`src/rtl/rollover_timer.sv`:
```
module rollover_timer #(
  parameter int BYTE_W = 8
) (
  input  logic              clk,
  input  logic              rst_n,
  input  logic              tick,
  input  logic              trig,
  input  logic              sleep,
  input  logic              wr_en,
  input  logic [1:0]        wr_addr,
  input  logic [BYTE_W-1:0] wr_data,
  input  logic [1:0]        rd_addr,
  output logic [BYTE_W-1:0] rd_data,
  output logic              irq,
  output logic              wake
);
  localparam int CNT_W = 2 * BYTE_W;
  localparam int CTL_W = 5;
  localparam logic [CNT_W-1:0] CNT_MAX = '1;

  logic [CNT_W-1:0] cnt_q;
  logic [CTL_W-1:0] ctrl_q;
  logic             flag_q;
  logic             wake_q;

  wire ctl_run   = ctrl_q[0];
  wire ctl_async = ctrl_q[1];
  wire ctl_lie   = ctrl_q[2];
  wire ctl_pe    = ctrl_q[3];
  wire ctl_ge    = ctrl_q[4];

  wire wr_lo  = wr_en && (wr_addr == 2'd0);
  wire wr_hi  = wr_en && (wr_addr == 2'd1);
  wire wr_ctl = wr_en && (wr_addr == 2'd2);
  wire wr_sts = wr_en && (wr_addr == 2'd3);
  wire cnt_wr = wr_lo || wr_hi;

  wire may_count = ctl_run && (!sleep || ctl_async);
  wire advance   = tick && may_count && !cnt_wr && !trig;
  wire wrap      = advance && (cnt_q == CNT_MAX);

  always_ff @(posedge clk or negedge rst_n) begin
    if (!rst_n) begin
      cnt_q <= '0;
    end else if (cnt_wr) begin
      if (wr_lo) cnt_q[BYTE_W-1:0] <= wr_data;
      if (wr_hi) cnt_q[CNT_W-1:BYTE_W] <= wr_data;
    end else if (trig) begin
      cnt_q <= '0;
    end else if (advance) begin
      cnt_q <= cnt_q + 1'b1;
    end
  end

  always_ff @(posedge clk or negedge rst_n) begin
    if (!rst_n) begin
      ctrl_q <= '0;
    end else if (wr_ctl) begin
      ctrl_q <= wr_data[CTL_W-1:0];
    end
  end

  always_ff @(posedge clk or negedge rst_n) begin
    if (!rst_n) begin
      flag_q <= 1'b0;
    end else if (wrap) begin
      flag_q <= 1'b1;
    end else if (wr_sts && !wr_data[0]) begin
      flag_q <= 1'b0;
    end
  end

  always_ff @(posedge clk or negedge rst_n) begin
    if (!rst_n) wake_q <= 1'b0;
    else        wake_q <= wrap && sleep && ctl_lie && ctl_pe;
  end

  always_comb begin
    rd_data = '0;
    unique case (rd_addr)
      2'd0: rd_data = cnt_q[BYTE_W-1:0];
      2'd1: rd_data = cnt_q[CNT_W-1:BYTE_W];
      2'd2: rd_data[CTL_W-1:0] = ctrl_q;
      2'd3: rd_data[0] = flag_q;
      default: rd_data = '0;
    endcase
  end

  assign irq  = flag_q && ctl_run && ctl_lie && ctl_pe && ctl_ge;
  assign wake = wake_q;
endmodule

```
`config.mk`:
```
export PLATFORM = sky130hd
export DESIGN_NAME = rollover_timer
export DESIGN_NICKNAME = d
export VERILOG_FILES = /design/src/rtl/rollover_timer.sv
export SDC_FILE = /design/constraint.sdc
export NUM_CORES = 1
export LEC_CHECK = 0
export BUFFER_PORTS_ARGS = -buffer_cell sky130_fd_sc_hd__buf_4
export CORE_MARGIN = 1
export CORE_UTILIZATION = 25
export CTS_CLUSTER_DIAMETER = 80
export DETAILED_ROUTE_END_ITERATION = 10
export SLEW_MARGIN = 20
export SYNTH_ARGS = -nofsm -noshare
export SYNTH_HDL_FRONTEND = slang
export SYNTH_SLANG_ARGS = --single-unit
```
`constraint.sdc`:
```
create_clock -name clk -period 2.27 [get_ports clk]
set_input_delay 0.454 -clock clk [delete_from_list [all_inputs] [get_ports clk]]
set_output_delay 0.454 -clock clk [all_outputs]
set_load 0.03 [all_outputs]
```
==> results of run 1 <==
power groups by stage:
stage / clock [mW] / combinational (mW) / sequential, mW
2_1_floorplan: 0 / 0.183 / 0.506
3_3_place_gp: 0 / 0.276 / 0.536
3_5_place_dp: 0 / 0.275 / 0.535
4_1_cts: 0.269 / 0.276 / 0.527
5_1_grt: 0.280 / 0.299 / 0.538
6_report: 0.255 / 0.273 / 0.529
cells by family after synthesis:
| kind of cell | Yosys count | synth area share [%] |
|---|---|---|
| DFF | 23 | 37.4 |
| AOI/OAI and AO/OA | 60 | 23.6 |
| muxes | 13 | 9.59 |
| and+or+nand+nor | 68 | 25.2 |
| buffers and inverters | 11 | 2.84 |
| adders and majority gates | 1 | 0.812 |
| xor gates and xnor gates | 1 | 0.569 |
state kept, by name, indices dropped and copies added, names as in the netlist:
name,flops
wake,1
cnt_q,16
flag_q,1
ctrl_q,5
final cells by class:
type,count,share of cell area [%]
multi-input cells,143,48.9
flip-flops and latches,23,30.6
repair buffers,31,12.4
well taps,75,4.98
clock buffers,4,2.39
inverters,4,0.797
cells in the mapped netlist, types with 2 or more instances:
master / instances / area (um^2)
nand4_1: 5 / 31.3
and2_1: 2 / 12.5
mux2i_1: 8 / 80.1
nor2_1: 15 / 56.3
nand2b_1: 2 / 12.5
mux2_2: 4 / 45.0
a21oi_1: 14 / 70.1
o21ai_0: 22 / 110
a31oi_1: 4 / 25.0
nand2_1: 22 / 82.6
nor3_1: 2 / 10.0
nor2b_1: 2 / 12.5
nand3_1: 6 / 30.0
a32oi_1: 2 / 17.5
a21o_1: 2 / 15.0
o22ai_1: 3 / 18.8
clkbuf_2: 2 / 10.0
a22oi_1: 2 / 15.0
clkbuf_1: 4 / 15.0
inv_1: 4 / 15.0
o31a_1: 2 / 17.5
dfrtp_1: 23 / 576
path summary, 6_finish.rpt:
kind	from	to	slack [ns]	depth (start not counted)
max	cnt_q[0]	wake	0.35	6
min	rst_n	cnt_q[3]	0.08	1
max reg2reg	cnt_q[0]	wake	0.35	6
min reg2reg	flag_q	flag_q	0.52	2
max in group asynchronous	rst_n	cnt_q[10]	1.96	1
min in group clk	wr_data[6]	cnt_q[14]	0.46	3
metrics by stage:
stage	instance area, um^2	hold slack, ns	worst slack, ns	instances
3_3_place_gp	1840	0.378	0.389	276
2_1_floorplan	1540	0.158	0.153	177
5_1_grt	1880	0.0933	0.255	280
3_5_place_dp	1840	0.373	0.377	276
4_1_cts	1880	0.0844	0.359	280
6_report	1880	0.0776	0.354	280
layer usage:
metal / track usage, % / share of wire, % / vias up
met4: 6.07 / 2.1 / 0
li1: - / - / 721
met5: 0 / 0 / -
met1: 19.8 / 44 / 677
met2: 24.0 / 49 / 38
met3: 2.95 / 4.8 / 8
==> results.json, run 1 <==
{
  "outcome": "finished, final reports clean",
  "dieWidth_um": 80.5,
  "worstPathArrival_ns": 2.10,
  "htreeDepth": 1,
  "antennaDiodeCount": 0,
  "place_congestion": 0.924,
  "yosysSeqAreaShare_pct": 37.4,
  "critPathSlowestCell": "dfrtp_1",
  "cts.sinks": 23,
  "crit_required_ns": 2.46,
  "finalHoldViolations": 0,
  "grt_max_degree": 24,
  "finalMaxSlewViolations": 0,
  "p_switching_uw": 360,
  "synth-seq-cells": 23,
  "grt_antenna_before_repair": 0,
  "grtUsageTotal_pct": 15.1,
  "min_path_type": "in2async",
  "vdd_drop_max_v": 0.000270,
  "multi_input_area_um2": 921,
  "clockBufferDepth": 2,
  "slowest_delay_ns": 0.45,
  "ff_latch_area_um2": 576,
  "mostFrequentLayoutCell": "buf_4",
  "cp-end-kind": "flip-flop",
  "fill_cells": 627,
  "synthArstFlopShare_pct": 100,
  "cts_resized": 0,
  "drcViolationCount": 0,
  "coreArea_mm2": 0.00592,
  "fin_nets": 225,
  "intPower_uw": 698,
  "overflow": 0,
  "post_drt_via_cell_ratio": 5.16,
  "synth_fp_nets": 196,
  "layout-drive-gt1-share_pct": 22.9,
  "crit_chain": "ha_1, nand4_4, nor2_8, nand4_1, or4_4, nor3_2",
  "cp-start-kind": "flip-flop",
  "synth_area_mm2": 0.00154,
  "power_mw": 1.06,
  "grt_pass1_vias": 1435,
  "powerDensity_mw_per_mm2": 562,
  "synth_ff_type": "dfrtp_1",
  "postCtsSetupBuffers": 0,
  "drt_iter0_drc": 146,
  "path_buf_inv": 0,
  "post-dp-hpwl_um": 3420,
  "synth-edff-count": 0,
  "synth_cells": 177,
  "grt_pass1_wl_um": 7320,
  "syn_avg_cell_area_um2": 8.70,
  "synth_cell_types": 47,
  "numCtsBuffers": 3,
  "cts-root-buf": "clkbuf_8",
  "fin_util_pct": 31.8,
  "relSlewSlack_pct": 61.8,
  "vias": 1444,
  "leakage_nw": 0.824,
  "crit_family": "simple AND/OR/NAND/NOR gates",
  "ant_nets": 0,
  "portBuffers": 27,
  "clkLatencyLatePin_ns": 0.26,
  "worstSetupPathType": "reg2reg",
  "power_frac_seq_pct": 50.1,
  "setup_tns_ns": 0,
  "die-area_mm2": 0.00648,
  "fin_crit_sh_pct": 84.4,
  "clock.fmax_mhz": 522,
  "num_io_pins": 28,
  "final_cell_mix": "buf_4, dfrtp_1, nand2_1, o21ai_0, nor2_1",
  "drtPass1Iterations": 4,
  "setup_viol": 0,
  "worst_slew_pin_slew_ns": 0.570,
  "cts_hold_buffers": 0,
  "row_count": 28,
  "totalWireLength_um": 4480,
  "clkSlewWorstSetupHoldPaths_ns": 0.08,
  "crit_fanout": 8,
  "cap_violations": 0,
  "fin_crit_ns": 1.92,
  "combPwrFrac_pct": 25.8,
  "clkPwrFrac_pct": 24.1,
  "start_util_pct": 26.0,
  "grt_setup_unrepaired": "no",
  "area_delta_synth_final_pct": 22.3,
  "clock_skew_ns": 0.00151,
  "p_sw_share_pct": 34.0,
  "cts_tree": "yes",
  "yosys_warnings": 0,
  "wl_per_cell_um": 16.0,
  "die_height_um": 80.5
}
Power figures use the tool's default switching activity.
==> run 2: changes to the inputs <==
==> constraint.sdc (replaced) <==
create_clock -name clk -period 1.6 [get_ports clk]
set_input_delay 0.32 -clock clk [delete_from_list [all_inputs] [get_ports clk]]
set_output_delay 0.32 -clock clk [all_outputs]
set_load 0.03 [all_outputs]
==> results.json, run 2 (same netlist as run 1, synthesis figures left out) <==
{
  "cts-root-buf": "clkbuf_8",
  "largest_reg_flops": 16,
  "portBuffers": 27,
  "coreArea_mm2": 0.00592,
  "largest_register": "cnt_q",
  "power_mw": 1.71,
  "path_buf_inv": 2,
  "final_cell_mix": "buf_4, nand2_1, dfrtp_1",
  "critPathSlowestCell": "mux4_2",
  "intPower_mw": 1.12,
  "clkPwrFrac_pct": 23.0,
  "area_delta_synth_final_pct": 47.3,
  "mostFrequentLayoutCell": "buf_4",
  "antennaDiodeCount": 0,
  "cts.sinks": 23,
  "power_frac_seq_pct": 42.3,
  "die_height_um": 80.5,
  "drtPass1Iterations": 4,
  "cts_tree": "yes",
  "clock.fmax_mhz": 578,
  "overflow": 0,
  "min_path_type": "in2reg",
  "fill_cells": 588,
  "post-dp-hpwl_um": 3860,
  "num_io_pins": 28,
  "outcome": "finished with violations",
  "worst_slew_pin_slew_ns": 0.477,
  "crit_chain": "buf_6, mux4_2, buf_6",
  "leakage_nw": 1.05,
  "fin_nets": 267,
  "crit_top_cell": "buf_6",
  "finalMaxSlewViolations": 0,
  "clock_skew_ns": 0.0139,
  "row_count": 28,
  "drcViolationCount": 0,
  "combPwrFrac_pct": 34.7,
  "violations": "negative setup slack",
  "reg_top3": "cnt_q: 16 flops, ctrl_q: 5 flops",
  "p_switching_uw": 587,
  "clockBufferDepth": 2,
  "grt_antenna_before_repair": 0,
  "fin_crit_ns": 1.73,
  "clkLatencyLatePin_ns": 0.28,
  "grt_pass1_vias": 1686,
  "wl_per_cell_um": 15.9,
  "vias": 1690,
  "place_ws_ns": -0.00821,
  "ant_nets": 0,
  "start_util_pct": 26.0,
  "place_congestion": 0.852,
  "htreeDepth": 1,
  "fin_ws_ns": -0.131,
  "grtUsageTotal_pct": 16.5,
  "powerDensity_mw_per_mm2": 753,
  "cap_violations": 0,
  "clkSlewWorstSetupHoldPaths_ns": 0.10,
  "cp-end-kind": "output pin",
  "post_drt_via_cell_ratio": 5.25,
  "cp-start-kind": "flip-flop",
  "setup_tns_ns": -0.159,
  "crit_required_ns": 1.28,
  "dieWidth_um": 80.5,
  "crit_family": "multiplexers",
  "ff_latch_area_um2": 581,
  "grt_setup_unrepaired": "yes",
  "worstSetupPathType": "reg2out",
  "worstPathArrival_ns": 1.41,
  "multi_input_area_um2": 965,
  "finalHoldViolations": 0,
  "grt_pass1_wl_um": 8050,
  "layout-drive-gt1-share_pct": 40.5,
  "setup_viol": 3,
  "fin_util_pct": 38.3,
  "drt_iter0_drc": 92,
  "final_cells": 322,
  "slowest_delay_ns": 0.46,
  "relSlewSlack_pct": 68.1,
  "numCtsBuffers": 3,
  "totalWireLength_um": 5110,
  "fin_crit_sh_pct": 108,
  "grt_max_degree": 24,
  "vdd_drop_max_v": 0.000360,
  "die-area_mm2": 0.00648,
  "p_sw_share_pct": 34.4,
  "placed_cells": 308,
  "crit_fanout": 2
}
## run 2: cell types whose count changed in the layout (fill, tap and decap cells not counted), moves of 2 or more
cell / delta
nor2_2: +2
buf_6: +4
a21oi_2: +2
dfrtp_1: -4
dfrtp_2: +4
buf_4: +37
nor2_1: -2
a21oi_1: -2
o21ai_1: +6
o21ai_0: -6
## run 2: what timing repair did
action                     4_1_cts  5_1_grt
gates resized for setup          8        9
buffers inserted                 2        7
pin swaps                        3        7
hold endpoints to repair        23        0
hold buffers                     1        0
setup endpoints to repair        4       12
## run 2: final cells by class
class / instances / area share (%)
multi-input cells: 143 / 42.5
flip-flops and latches: 23 / 25.6
repair buffers: 73 / 24.9
well taps: 75 / 4.14
clock buffers: 3 / 1.82
inverters: 4 / 0.662
clock inverters: 1 / 0.331
## run 2: metrics by stage
step | hold slack (ns) | instance area (um^2)
floorplan | 0.0244 | 1550
detailed placement | 0.245 | 2090
global placement | 0.243 | 2090
finish | 0.293 | 2270
CTS | 0.291 | 2200
global route | 0.298 | 2270
## run 2: path summary, 6_finish.rpt
path                         endpoint  cells past startpoint  slack (ns)        from
setup / recovery           rd_data[0]                      3       -0.13    cnt_q[0]
hold / removal              cnt_q[11]                      2        0.29  wr_data[3]
setup reg to reg            cnt_q[11]                      6       -0.02    cnt_q[6]
hold reg to reg                flag_q                      2        0.52      flag_q
max in group asynchronous    cnt_q[1]                      2        0.85       rst_n
min in group asynchronous    cnt_q[0]                      2        0.47       rst_n
## run 2: power by group through the flow
stage	combinational, mW	sequential (mW)	clock [mW]
6_report	0.592	0.723	0.393
5_1_grt	0.640	0.736	0.406
4_1_cts	0.557	0.725	0.402
3_5_place_dp	0.525	0.736	0
3_3_place_gp	0.522	0.735	0
2_1_floorplan	0.268	0.723	0
## run 2: layer usage
metal,global-route usage (%),routed length [um]
met1,20.8,2260
met2,27.1,2440
met3,2.39,272
met4,8.57,134
met5,0,0
==> run 3: changes to the inputs <==
==> constraint.sdc (replaced) <==
create_clock -name clk -period 2.1 [get_ports clk]
set_input_delay 0.42 -clock clk [delete_from_list [all_inputs] [get_ports clk]]
set_output_delay 0.42 -clock clk [all_outputs]
set_load 0.03 [all_outputs]
==> results.json, run 3 (same netlist as run 1, synthesis figures left out) <==
{
  "largest_reg_flops": 16,
  "crit_family": "simple AND/OR/NAND/NOR gates",
  "multi_input_area_um2": 921,
  "reg2reg_to": "wake",
  "portBuffers": 27,
  "clkLatencyLatePin_ns": 0.27,
  "outcome": "finished, final reports clean",
  "htreeDepth": 1,
  "cts_tree": "yes",
  "intPower_uw": 754,
  "fill_cells": 625,
  "grt_antenna_before_repair": 0,
  "min_path_type": "in2async",
  "r2r_start": "cnt_q[0]",
  "dieWidth_um": 80.5,
  "fin_crit_ns": 1.86,
  "num_io_pins": 28,
  "layout-drive-gt1-share_pct": 23.8,
  "finalMaxSlewViolations": 0,
  "postCtsSetupBuffers": 0,
  "worst_slew_pin_slew_ns": 0.570,
  "cts.sinks": 23,
  "area_delta_synth_final_pct": 22.8,
  "vdd_drop_max_v": 0.000268,
  "critPathSlowestCell": "dfrtp_1",
  "power_mw": 1.16,
  "reg_top3": "cnt_q: 16 flops, ctrl_q: 5 flops",
  "grtUsageTotal_pct": 16.1,
  "cp-start-kind": "flip-flop",
  "power_frac_seq_pct": 49.1,
  "clkSlewWorstSetupHoldPaths_ns": 0.09,
  "reg2reg_depth": 6,
  "drtPass1Iterations": 4,
  "vias": 1490,
  "coreArea_mm2": 0.00592,
  "crit_fanout": 8,
  "drt_iter0_drc": 128,
  "powerDensity_mw_per_mm2": 613,
  "largest_register": "cnt_q",
  "die-area_mm2": 0.00648,
  "overflow": 0,
  "setup_tns_ns": 0,
  "worstPathArrival_ns": 2.06,
  "leakage_nw": 0.832,
  "drcViolationCount": 0,
  "cp-end-kind": "flip-flop",
  "totalWireLength_um": 4600,
  "grt_pass1_wl_um": 7830,
  "post-dp-hpwl_um": 3470,
  "start_util_pct": 26.0,
  "path_buf_inv": 0,
  "combPwrFrac_pct": 25.9,
  "p_sw_share_pct": 35.0,
  "finalHoldViolations": 0,
  "cts-root-buf": "clkbuf_8",
  "setup.worst_path.end": "wake",
  "wl_per_cell_um": 16.4,
  "clock_skew_ns": 0.00541,
  "slowest_delay_ns": 0.44,
  "p_switching_uw": 406,
  "rrSetupSlack_ns": 0.24,
  "fin_crit_sh_pct": 88.5,
  "holdWs_ns": 0.0298,
  "grt_setup_unrepaired": "no",
  "die_height_um": 80.5,
  "antennaDiodeCount": 0,
  "row_count": 28,
  "setup_viol": 0,
  "grt_max_degree": 24,
  "numCtsBuffers": 3,
  "cp.depth": 6,
  "mostFrequentLayoutCell": "buf_4",
  "ant_nets": 0,
  "cts_resized": 0,
  "cap_violations": 0,
  "worstSetupPathType": "reg2reg",
  "grt_pass1_vias": 1522,
  "relSlewSlack_pct": 61.7,
  "ff_latch_area_um2": 576,
  "cts_hold_buffers": 0,
  "fin_nets": 226,
  "clockBufferDepth": 2,
  "crit_chain": "ha_1, nand4_4, nor2_8, nand4_1, or4_4, nor3_2",
  "clkPwrFrac_pct": 25.1,
  "crit_required_ns": 2.30,
  "clock.fmax_mhz": 538,
  "place_congestion": 0.873,
  "post_drt_via_cell_ratio": 5.30,
  "final_cell_mix": "buf_4, dfrtp_1, nand2_1, o21ai_0, nor2_1",
  "cp-startpoint": "cnt_q[0]"
}
[run 3: cell types whose count changed in the layout (fill, tap and decap cells not counted), sizes merged]
| cell | change |
|---|---|
| buf | -40 |
| clkinv | +1 |
| clkinvlp | -1 |
| dlygate4sd3 | -1 |
[run 3: routing by layer]
metal / vias up / share of wire (%) / global-route usage [%]
met5: - / 0 / 0
met4: 0 / 1.0 / 6.07
met3: 4 / 4.3 / 2.39
met2: 37 / 51 / 26.4
met1: 721 / 44 / 21.1
li1: 728 / - / -
[run 3: metrics by stage]
stage	utilization [%]	instance area (um^2)	setup slack, ns	std cells
6_report	32.0	1890	0.242	281
5_1_grt	32.0	1890	0.103	281
4_1_cts	32.0	1890	0.232	281
3_5_place_dp	31.2	1850	0.231	277
3_3_place_gp	31.2	1850	0.260	277
2_1_floorplan	-	1540	0.0506	177
[run 3: area by class of cell]
type / count / share of cell area [%]
Clock inverter: 1 / 0.265
Sequential cell: 23 / 30.4
Multi-Input combinational cell: 143 / 48.7
Clock buffer: 3 / 2.18
Tap cell: 75 / 4.96
Timing Repair Buffer: 32 / 12.7
Inverter: 4 / 0.794
[run 3: how the worst min path moves through the flow]
stage / startpoint / to / slack, ns / cells past startpoint
3_5_place_dp: rst_n / cnt_q[3] / 0.34 / 1
4_1_cts: rst_n / cnt_q[4] / 0.04 / 1
6_report: rst_n / cnt_q[4] / 0.03 / 1
5_1_grt: rst_n / cnt_q[3] / 0.05 / 1
2_1_floorplan: rst_n / cnt_q[0] / 0.12 / 0
3_3_place_gp: rst_n / cnt_q[2] / 0.34 / 1
[run 3: power by group through the flow]
stage,combinational (mW),sequential (mW),clock [mW]
6_report,0.300,0.569,0.291
2_1_floorplan,0.198,0.547,0
3_5_place_dp,0.300,0.576,0
5_1_grt,0.333,0.580,0.329
3_3_place_gp,0.300,0.576,0
4_1_cts,0.302,0.567,0.302
